==> src/rtl/pwm_skew_pkg.sv <==
package pwm_skew_pkg;
  localparam int DIFF_W   = 3;
  localparam int CHNL_W   = 5;
  localparam int CFG_W    = DIFF_W + CHNL_W;
  localparam int DIFF_MAX = (1 << DIFF_W) - 1;
  localparam int CHNL_MAX = (1 << CHNL_W) - 1;
  localparam int SUM_MAX  = DIFF_MAX + CHNL_MAX;
  localparam int SUM_W    = $clog2(SUM_MAX + 1);
  localparam int NUM_LEGS = 4;

  // Control-to-datapath strobes
  typedef struct packed {
    logic              clearLines;
    logic [SUM_W-1:0]  diffSel;
    logic [SUM_W-1:0]  chnlSel;
    logic [SUM_W-1:0]  sumSel;
  } skewCtrl_t;

  // Leg order inside the datapath: 0 A+, 1 A-, 2 B+, 3 B-
  function automatic int legDepth(input int leg);
    case (leg)
      1:       return DIFF_MAX;
      2:       return CHNL_MAX;
      3:       return SUM_MAX;
      default: return 1;
    endcase
  endfunction
endpackage

==> src/rtl/pwm_skew_ctrl.sv <==
module pwm_skew_ctrl
  import pwm_skew_pkg::*;
(
  input  logic             clk,
  input  logic             rstN,
  input  logic             pdn,
  input  logic             wrEn,
  input  logic [CFG_W-1:0] wrData,
  output logic [CFG_W-1:0] cfgQ,
  output skewCtrl_t        ctl
);
  logic [CFG_W-1:0] cfgReg;
  logic [DIFF_W-1:0] diffField;
  logic [CHNL_W-1:0] chnlField;

  always_ff @(posedge clk or negedge rstN) begin
    if (!rstN)             cfgReg <= '0;
    else if (wrEn && pdn)  cfgReg <= wrData;
  end

  assign diffField = cfgReg[CFG_W-1 -: DIFF_W];
  assign chnlField = cfgReg[CHNL_W-1:0];

  always_comb begin
    ctl.clearLines = pdn;
    ctl.diffSel    = SUM_W'(diffField);
    ctl.chnlSel    = SUM_W'(chnlField);
    ctl.sumSel     = SUM_W'(diffField) + SUM_W'(chnlField);
  end

  assign cfgQ = cfgReg;
endmodule

==> src/rtl/pwm_tap_line.sv <==
module pwm_tap_line #(
  parameter int WIDTH = 6,
  parameter int DEPTH = 7,
  parameter int SEL_W = 6
) (
  input  logic             clk,
  input  logic             rstN,
  input  logic             clear,
  input  logic [WIDTH-1:0] din,
  input  logic [SEL_W-1:0] sel,
  output logic [WIDTH-1:0] dout
);
  logic [WIDTH-1:0] stage [DEPTH];
  logic [WIDTH-1:0] tap;

  always_ff @(posedge clk or negedge rstN) begin
    if (!rstN) begin
      for (int k = 0; k < DEPTH; k++) stage[k] <= '0;
    end else if (clear) begin
      for (int k = 0; k < DEPTH; k++) stage[k] <= '0;
    end else begin
      stage[0] <= din;
      for (int k = 1; k < DEPTH; k++) stage[k] <= stage[k-1];
    end
  end

  // Tap 0 is the bypass; tap k reads stage k-1
  always_comb begin
    tap = din;
    for (int k = 1; k <= DEPTH; k++)
      if (sel == SEL_W'(k)) tap = stage[k-1];
  end

  assign dout = clear ? '0 : tap;
endmodule

==> src/rtl/pwm_skew_datapath.sv <==
module pwm_skew_datapath
  import pwm_skew_pkg::*;
#(
  parameter int NUM_CH = 6
) (
  input  logic              clk,
  input  logic              rstN,
  input  skewCtrl_t         ctl,
  input  logic [NUM_CH-1:0] legIn  [NUM_LEGS],
  output logic [NUM_CH-1:0] legOut [NUM_LEGS]
);
  logic [SUM_W-1:0] legSel [NUM_LEGS];

  assign legSel[0] = '0;
  assign legSel[1] = ctl.diffSel;
  assign legSel[2] = ctl.chnlSel;
  assign legSel[3] = ctl.sumSel;

  for (genvar g = 0; g < NUM_LEGS; g++) begin : gLeg
    if (g == 0) begin : gBypass
      assign legOut[g] = ctl.clearLines ? '0 : legIn[g];
    end else begin : gDelay
      pwm_tap_line #(
        .WIDTH (NUM_CH),
        .DEPTH (legDepth(g)),
        .SEL_W (SUM_W)
      ) u_line (
        .clk   (clk),
        .rstN  (rstN),
        .clear (ctl.clearLines),
        .din   (legIn[g]),
        .sel   (legSel[g]),
        .dout  (legOut[g])
      );
    end
  end
endmodule

==> src/rtl/pwm_pair_skew.sv <==
module pwm_pair_skew
  import pwm_skew_pkg::*;
#(
  parameter int NUM_CH = 6
) (
  input  logic              clk,
  input  logic              rstN,
  input  logic              pdn,
  input  logic              cfgWrEn,
  input  logic [7:0]        cfgWrData,
  output logic [7:0]        cfgRdData,
  input  logic [NUM_CH-1:0] aPlusIn,
  input  logic [NUM_CH-1:0] aMinusIn,
  input  logic [NUM_CH-1:0] bPlusIn,
  input  logic [NUM_CH-1:0] bMinusIn,
  output logic [NUM_CH-1:0] aPlusOut,
  output logic [NUM_CH-1:0] aMinusOut,
  output logic [NUM_CH-1:0] bPlusOut,
  output logic [NUM_CH-1:0] bMinusOut
);
  skewCtrl_t         ctl;
  logic [NUM_CH-1:0] legIn  [NUM_LEGS];
  logic [NUM_CH-1:0] legOut [NUM_LEGS];

  pwm_skew_ctrl u_ctrl (
    .clk    (clk),
    .rstN   (rstN),
    .pdn    (pdn),
    .wrEn   (cfgWrEn),
    .wrData (cfgWrData),
    .cfgQ   (cfgRdData),
    .ctl    (ctl)
  );

  assign legIn[0] = aPlusIn;
  assign legIn[1] = aMinusIn;
  assign legIn[2] = bPlusIn;
  assign legIn[3] = bMinusIn;

  pwm_skew_datapath #(.NUM_CH(NUM_CH)) u_dp (
    .clk    (clk),
    .rstN   (rstN),
    .ctl    (ctl),
    .legIn  (legIn),
    .legOut (legOut)
  );

  assign aPlusOut  = legOut[0];
  assign aMinusOut = legOut[1];
  assign bPlusOut  = legOut[2];
  assign bMinusOut = legOut[3];
endmodule

==> config.mk <==
export PLATFORM = sky130hd
export DESIGN_NAME = pwm_pair_skew
export DESIGN_NICKNAME = d
export VERILOG_FILES = /design/src/rtl/pwm_skew_pkg.sv /design/src/rtl/pwm_skew_ctrl.sv /design/src/rtl/pwm_tap_line.sv /design/src/rtl/pwm_skew_datapath.sv /design/src/rtl/pwm_pair_skew.sv
export SDC_FILE = /design/constraint.sdc
export NUM_CORES = 1
export LEC_CHECK = 0
export CORE_MARGIN = 1
export CORE_UTILIZATION = 27
export DETAILED_ROUTE_END_ITERATION = 10
export GPL_TIMING_DRIVEN = 1
export PLACE_DENSITY = 0.49
export SLEW_MARGIN = 20
export SYNTH_ARGS = -nofsm -noshare
export SYNTH_HDL_FRONTEND = slang
export SYNTH_SLANG_ARGS = --single-unit
==> constraint.sdc <==
create_clock -name clk -period 6.5 [get_ports clk]
set_clock_uncertainty 0.15 [all_clocks]
set_input_delay 0.65 -clock clk [delete_from_list [all_inputs] [get_ports clk]]
set_output_delay 0.65 -clock clk [all_outputs]
set_load 0.01 [all_outputs]
== Yosys cells after proc, flatten, opt, wreduce, memory -nomap -nowiden ==
Index checks and enable logic that the tools add are counted.
Widths: inputs -> output; s select.

* Register bits after elaboration: 464
* Input port bits: 36

* Add/subtract/negate cells: 1
* Muxes and demuxes: 83
* Equal/unequal tests: 76
* Reduce and logical (&&, ||, !) cells: 1

{| class="wikitable"
|+ Operators with widths
! operator !! number
|-
| $mux 6 || 80
|-
| $mux 228 || 1
|-
| $mux 186 || 1
|-
| $eq 6x5->1 const B || 16
|-
| $eq 5x5->1 const B || 16
|-
| $eq 6x4->1 const B || 8
|-
| $eq 6x6->1 const B || 7
|-
| $mux 42 || 1
|-
| $eq 5x4->1 const B || 8
|-
| $eq 6x3->1 const B || 4
|-
| $eq 5x3->1 const B || 4
|-
| $eq 3x3->1 const B || 4
|-
| $eq 6x2->1 const B || 2
|-
| $eq 5x2->1 const B || 2
|-
| $add 3x5->6 || 1
|-
| $eq 3x2->1 const B || 2
|-
| $eq 6x1->1 const B || 1
|-
| $eq 5x1->1 const B || 1
|-
| $eq 3x1->1 const B || 1
|-
| $logic_and 1x1->1 || 1
|}

== Depth between registers and ports, before layout ==
* Depth after elaboration: 41
* Mapped depth: 13
* Mapped depth without buffers: 10

== Cells and area by module ==
Synthesis repeated with hierarchy kept, for this count alone.

* Cell total of the unflattened synthesis: 2058
* Area, all modules: 21862.2 um^2

{| class="wikitable"
|+ Modules (own cells, without submodules)
! module !! cells an instance !! area each (um^2) !! instances !! sequential area each (um^2)
|-
| pwm_tap_line (u_dp.gLeg[3].gDelay.u_line) || 1004 || 10655.2 || 1 || 5705.5
|-
| pwm_tap_line (u_dp.gLeg[2].gDelay.u_line) || 829 || 8729.6 || 1 || 4654.5
|-
| pwm_tap_line (u_dp.gLeg[1].gDelay.u_line) || 175 || 1923.1 || 1 || 1051.0
|-
| pwm_skew_ctrl || 44 || 516.7 || 1 || 200.2
|-
| pwm_skew_datapath || 6 || 37.5 || 1 || 0.0
|}

== Worst setup path before layout ==
OpenSTA, ideal clock, no wires.

* Path kind: flip-flop to output port
* From: register u_ctrl.cfgReg[0], in the netlist u_ctrl.cfgQ[0]
* To: output port bMinusOut[3]
* Data arrival time: 3.181 ns
* Required time: 5.700 ns
* Stages on the path, launching flop included: 12
* Path slack: 2.519 ns
* Path through: dfrtp_1 -> ha_1 -> fa_1 -> buf_1 -> buf_2 -> buf_2 -> clkbuf_1 -> clkbuf_1 -> o21ai_0 -> a211oi_1 -> a31oi_1 -> a31oi_1

* Cells in the longest elaborated chain, start to end: 41
* Elaborated cells between the ends (all ways): 78

{| class="wikitable"
|+ RTL lines
! item !! line !! text
|-
| from (decl) || pwm_skew_ctrl.sv:12 || <nowiki>logic [CFG_W-1:0] cfgReg;</nowiki>
|-
| from (signal assigned) || pwm_skew_ctrl.sv:18 || <nowiki>else if (wrEn && pdn) cfgReg <= wrData;</nowiki>
|-
| $add 3x5->6 * || pwm_skew_ctrl.sv:28 || <nowiki>ctl.sumSel = SUM_W'(diffField) + SUM_W'(chnlField);</nowiki>
|-
| $eq 6x1->1 || pwm_tap_line.sv:31 || <nowiki>if (sel == SEL_W'(k)) tap = stage[k-1];</nowiki>
|-
| $mux 6 (37 in a row) || pwm_tap_line.sv:31 ||
|-
| $mux 6 * || pwm_tap_line.sv:31 ||
|-
| $mux 6 * || pwm_tap_line.sv:34 || <nowiki>assign dout = clear ? '0 : tap;</nowiki>
|-
| to (decl) || pwm_pair_skew.sv:19 || <nowiki>output logic [NUM_CH-1:0] bMinusOut</nowiki>
|}

Every way passes the cells marked *; elsewhere a longest branch is shown, timed or not.

== Worst setup path after layout ==
* From: register u_ctrl.cfgReg[7], in the netlist u_ctrl.cfgQ[7]
* To: output port bMinusOut[3]

Same word-level chain as after synthesis.

==> summary.md <==
| Metric | Value |
|---|---|
| EDFF count, synth | 0 |
| Register area share after synthesis | 0.546 |
| Ys async rst share | 1.00 |
| Clock tree buffer depth | 3 |
| Int Pwr | roughly 5500 uW |
| Post-synth cell types | between 80 and 90 |
| Clock network power share | 0.401 |
| Pre-CTS WS | ~1.2 ns |
| Wire length of the first global-routing pass | 94100 um |
| Max cap viols | 0 |
| Final wirelength | 58800 um |
| Clock tree from TritonCTS | yes |
| Worst-skew pair later-pin latency | roughly 0.60 ns |
| Buffers on Ports | 67 |
| Total power | between 8000 and 9000 uW |
| Worst setup margin | between 0.6 and 0.7 ns |
| Max VDD drop | 0.181 mV |
| Top post-synthesis cells by area | dfrtp_1 (55%), nor2b_1 (13%), mux2i_1 (3.9%) |
| Commonest non-fill, non-tap cell in the layout | dfrtp_1 |
| Largest net degree at the start of global routing | 159 |
| Syn_area_per_cell | 10.6 um^2 |
| CTS Buf Count | 51 |
| CP Max Fanout | 21 |
| Post-CTS setup buffer count | 0 |
| P_sw | between 2000 and 3000 uW |
| Total grt overflow | 0 |
| Die Ht | ~280 um |
| Pwr/cell area | 324 nW/um^2 |
| CP Data Required Time | between 5 and 6 ns |
| Most frequent cells in the layout | dfrtp_1 (462), nor2b_1 (457), o21ai_0 (114) |
| Final setup TNS | 0 ns |
| Crit-path max cell delay | 0.90 ns |
| Synth Net Count | 2049 |
| GP Congestion | about 0.86 |
| DRC violations left | 0 |
| Least-Margin Pin Slew | between 0.9 and 1 ns |
| Sequential cell fraction of total power | 0.366 |
| WS Path Type | reg2out |
| Initial Util | 0.274 |
| Most area-hungry cell type in the Yosys netlist | dfrtp_1 |
| Iteration-0 DRC Markers | around 1.2k |
| H-tree levels | 2 |
| Post-DR wirelength/cell | ~19 um |
| Critical path arrival | between 5 and 6 ns |
| Post-synthesis register bit count | 464 |
| CTS root buffer | clkbuf_16 |
| Final number of hold-violating endpoints | 0 |
| Combinational power share | 0.233 |
| Multi-input gate area | approximately 9000 um^2 |
| Layout area overhead | 16.9% |
| Minimum clock period | ~6 ns |
| Synth top area share | 0.546 |
| Pins Over Slew Limit | 0 |
| Synth Instances | 2009 |
| Sw frac | 0.313 |
| Vias per inst | 4.89 |
| P_leak | roughly 0.011 uW |
| Drt pass-1 iters | 5 |
| Fillers | ~7.9k |
| Worst setup EP type | output pin |
| Nets | approximately 2.0k |
| Initial antenna violation count | 0 |
| DIE AREA | 79900 um^2 |
| Synthesis Warnings | 0 |
| CP max stage cell | ha_1 |
| RSZ-0062 raised after global routing | false |
| CORE AREA | about 78000 um^2 |
| Final ANT Viol Nets | 0 |
| Share of layout cells above drive strength 1 | 0.0992 |
| Period utilization | 0.901 |
| HPWL Detailed | ~38000 um |
| FF+latch area | 11600 um^2 |
| Netlist Area Pre-Place | 21300 um^2 |
| HP Class | in2reg |
| Ys flop type | dfrtp_1 |
| Global Route Usage Sum | 0.149 |
| Slew headroom | 0.346 |
| N_diodes | 0 |
| Setup crit start kind | flop |
| Fmax | about 170 MHz |
| Status | complete, no violations |
| Clock slew at reported path FFs | approximately 0.060 ns |
| Width of the die | between 200 and 300 um |
| Cell Rows | 102 |
| Vias in the first global route | 15.8k |
| CTS sink cnt | between 400 and 500 |
| IO Pins | between 60 and 70 |
| Count of final setup violators | 0 |
| Via count | around 15k |
| Cell breakdown of the critical path | ha_1, xnor2_2, nor4_2, a211oi_1, o311ai_0, a21oi_1, o21ai_0, a31oi_1, clkdlybuf4s50_1 |
[stage by stage]
stage / instance area [um^2] / utilization / cells / hold slack, ns
after floorplan: 21300 / - / 2009 / 0.204
after global placement: 23000 / 0.295 / 2992 / 0.298
after detailed placement: 23000 / 0.295 / 2992 / 0.316
after CTS: 24900 / 0.320 / 3086 / 0.261
after global routing: 24900 / 0.320 / 3086 / 0.289
final: 24900 / 0.320 / 3086 / 0.298
[registers in the layout (all words and copies together), names as in the netlist]
signal                         flops
u_ctrl.cfgQ                        8
u_dp.gLeg.gDelay.u_line.stage    456
[worst max-delay path: cells and delay by family (launching register included)]
kind	cells	cell delay, ns
buffers and inverters	1	0.52
AOI/OAI and AO/OA	5	1.18
DFF	1	0.64
xor gates and xnor gates	1	0.39
and+or+nand+nor	1	0.82
adders and majority gates	1	0.90
[cells in the mapped netlist (5+ instances only)]
library cell and instances:
buf_1 21, a2111oi_0 5, a32o_1 6, a221oi_1 15, nor2b_1 457, a21o_1 7
o211ai_1 10, nor3_1 24, o31ai_1 9, a22o_1 13, mux2i_1 82, a31oi_1 23
a32oi_1 7, or2_2 5, nor2_1 100, o311ai_0 8, o22a_1 6, nand2_1 102
mux2_2 41, o21ai_0 114, o32ai_1 5, buf_2 28, and2_1 7, nand3_1 27
a21oi_1 99, and3_1 11, o2111ai_1 10, o22ai_1 16, a211oi_1 18, or4_1 5
a21boi_0 5, clkbuf_1 105, nand4_1 5, a22oi_1 8, mux4_2 8, nand2b_1 16
dfrtp_1 464, o221ai_1 15, inv_1 26
[metal layers]
metal	vias to the layer above	part of all wire	routed length, um	GRT usage
li1	6978	-	-	-
met1	7676	0.47	27700	0.209
met2	351	0.46	27200	0.237
met3	94	0.043	2550	0.0240
met4	0	0.024	1400	0.0432
met5	-	0	0	0
[final timing paths]
check                                                           start                                     to  slack, ns  cells after the start
worst max register to register                         u_ctrl.cfgQ[0]                         u_ctrl.cfgQ[0]       5.00                      2
worst max-delay path                                   u_ctrl.cfgQ[7]                           bMinusOut[3]       0.64                      9
min in group asynchronous                                        rstN   u_dp.gLeg[3].gDelay.u_line.stage[37]       0.50                      2
worst min register to register  u_dp.gLeg[3].gDelay.u_line.stage[151]  u_dp.gLeg[3].gDelay.u_line.stage[145]       0.32                      2
worst min-delay path                                              pdn  u_dp.gLeg[3].gDelay.u_line.stage[117]       0.30                      2
max in group asynchronous                                        rstN   u_dp.gLeg[2].gDelay.u_line.stage[34]       4.27                      3
[timing repair]
item                      CTS  global route
hold endpoints to repair   89             0
hold buffers                1             0
gates resized for setup     0             0
[power groups by stage]
stage | combinational [uW] | sequential (uW) | clock [uW]
finish | 1880 | 2950 | 3230
global route | 2040 | 2950 | 3440
CTS | 1880 | 2950 | 3340
detailed placement | 1880 | 3000 | 0
global placement | 1870 | 3000 | 0
floorplan | 1210 | 2980 | 0
[cell families (layout without fill, tap and decap cells)]
logic type / Yosys count / after routing / synth area share
muxes: 131 / 131 / 0.0688
DFF: 464 / 464 / 0.546
adders and majority gates: 4 / 4 / 0.00271
AOI/OAI and AO/OA: 438 / 438 / 0.139
buffers and inverters: 185 / 222 / 0.0354
and+or+nand+nor: 783 / 783 / 0.207
xor gates and xnor gates: 4 / 4 / 0.00165
[final cells by class]
type                    instances  area share
clock buffers                  69      0.0605
well taps                    1040      0.0524
multi-input cells            1360       0.359
inverters                      27     0.00408
repair buffers                102      0.0411
clock inverters                24      0.0154
flip-flops and latches        464       0.467
Power figures use the tool's default switching activity.
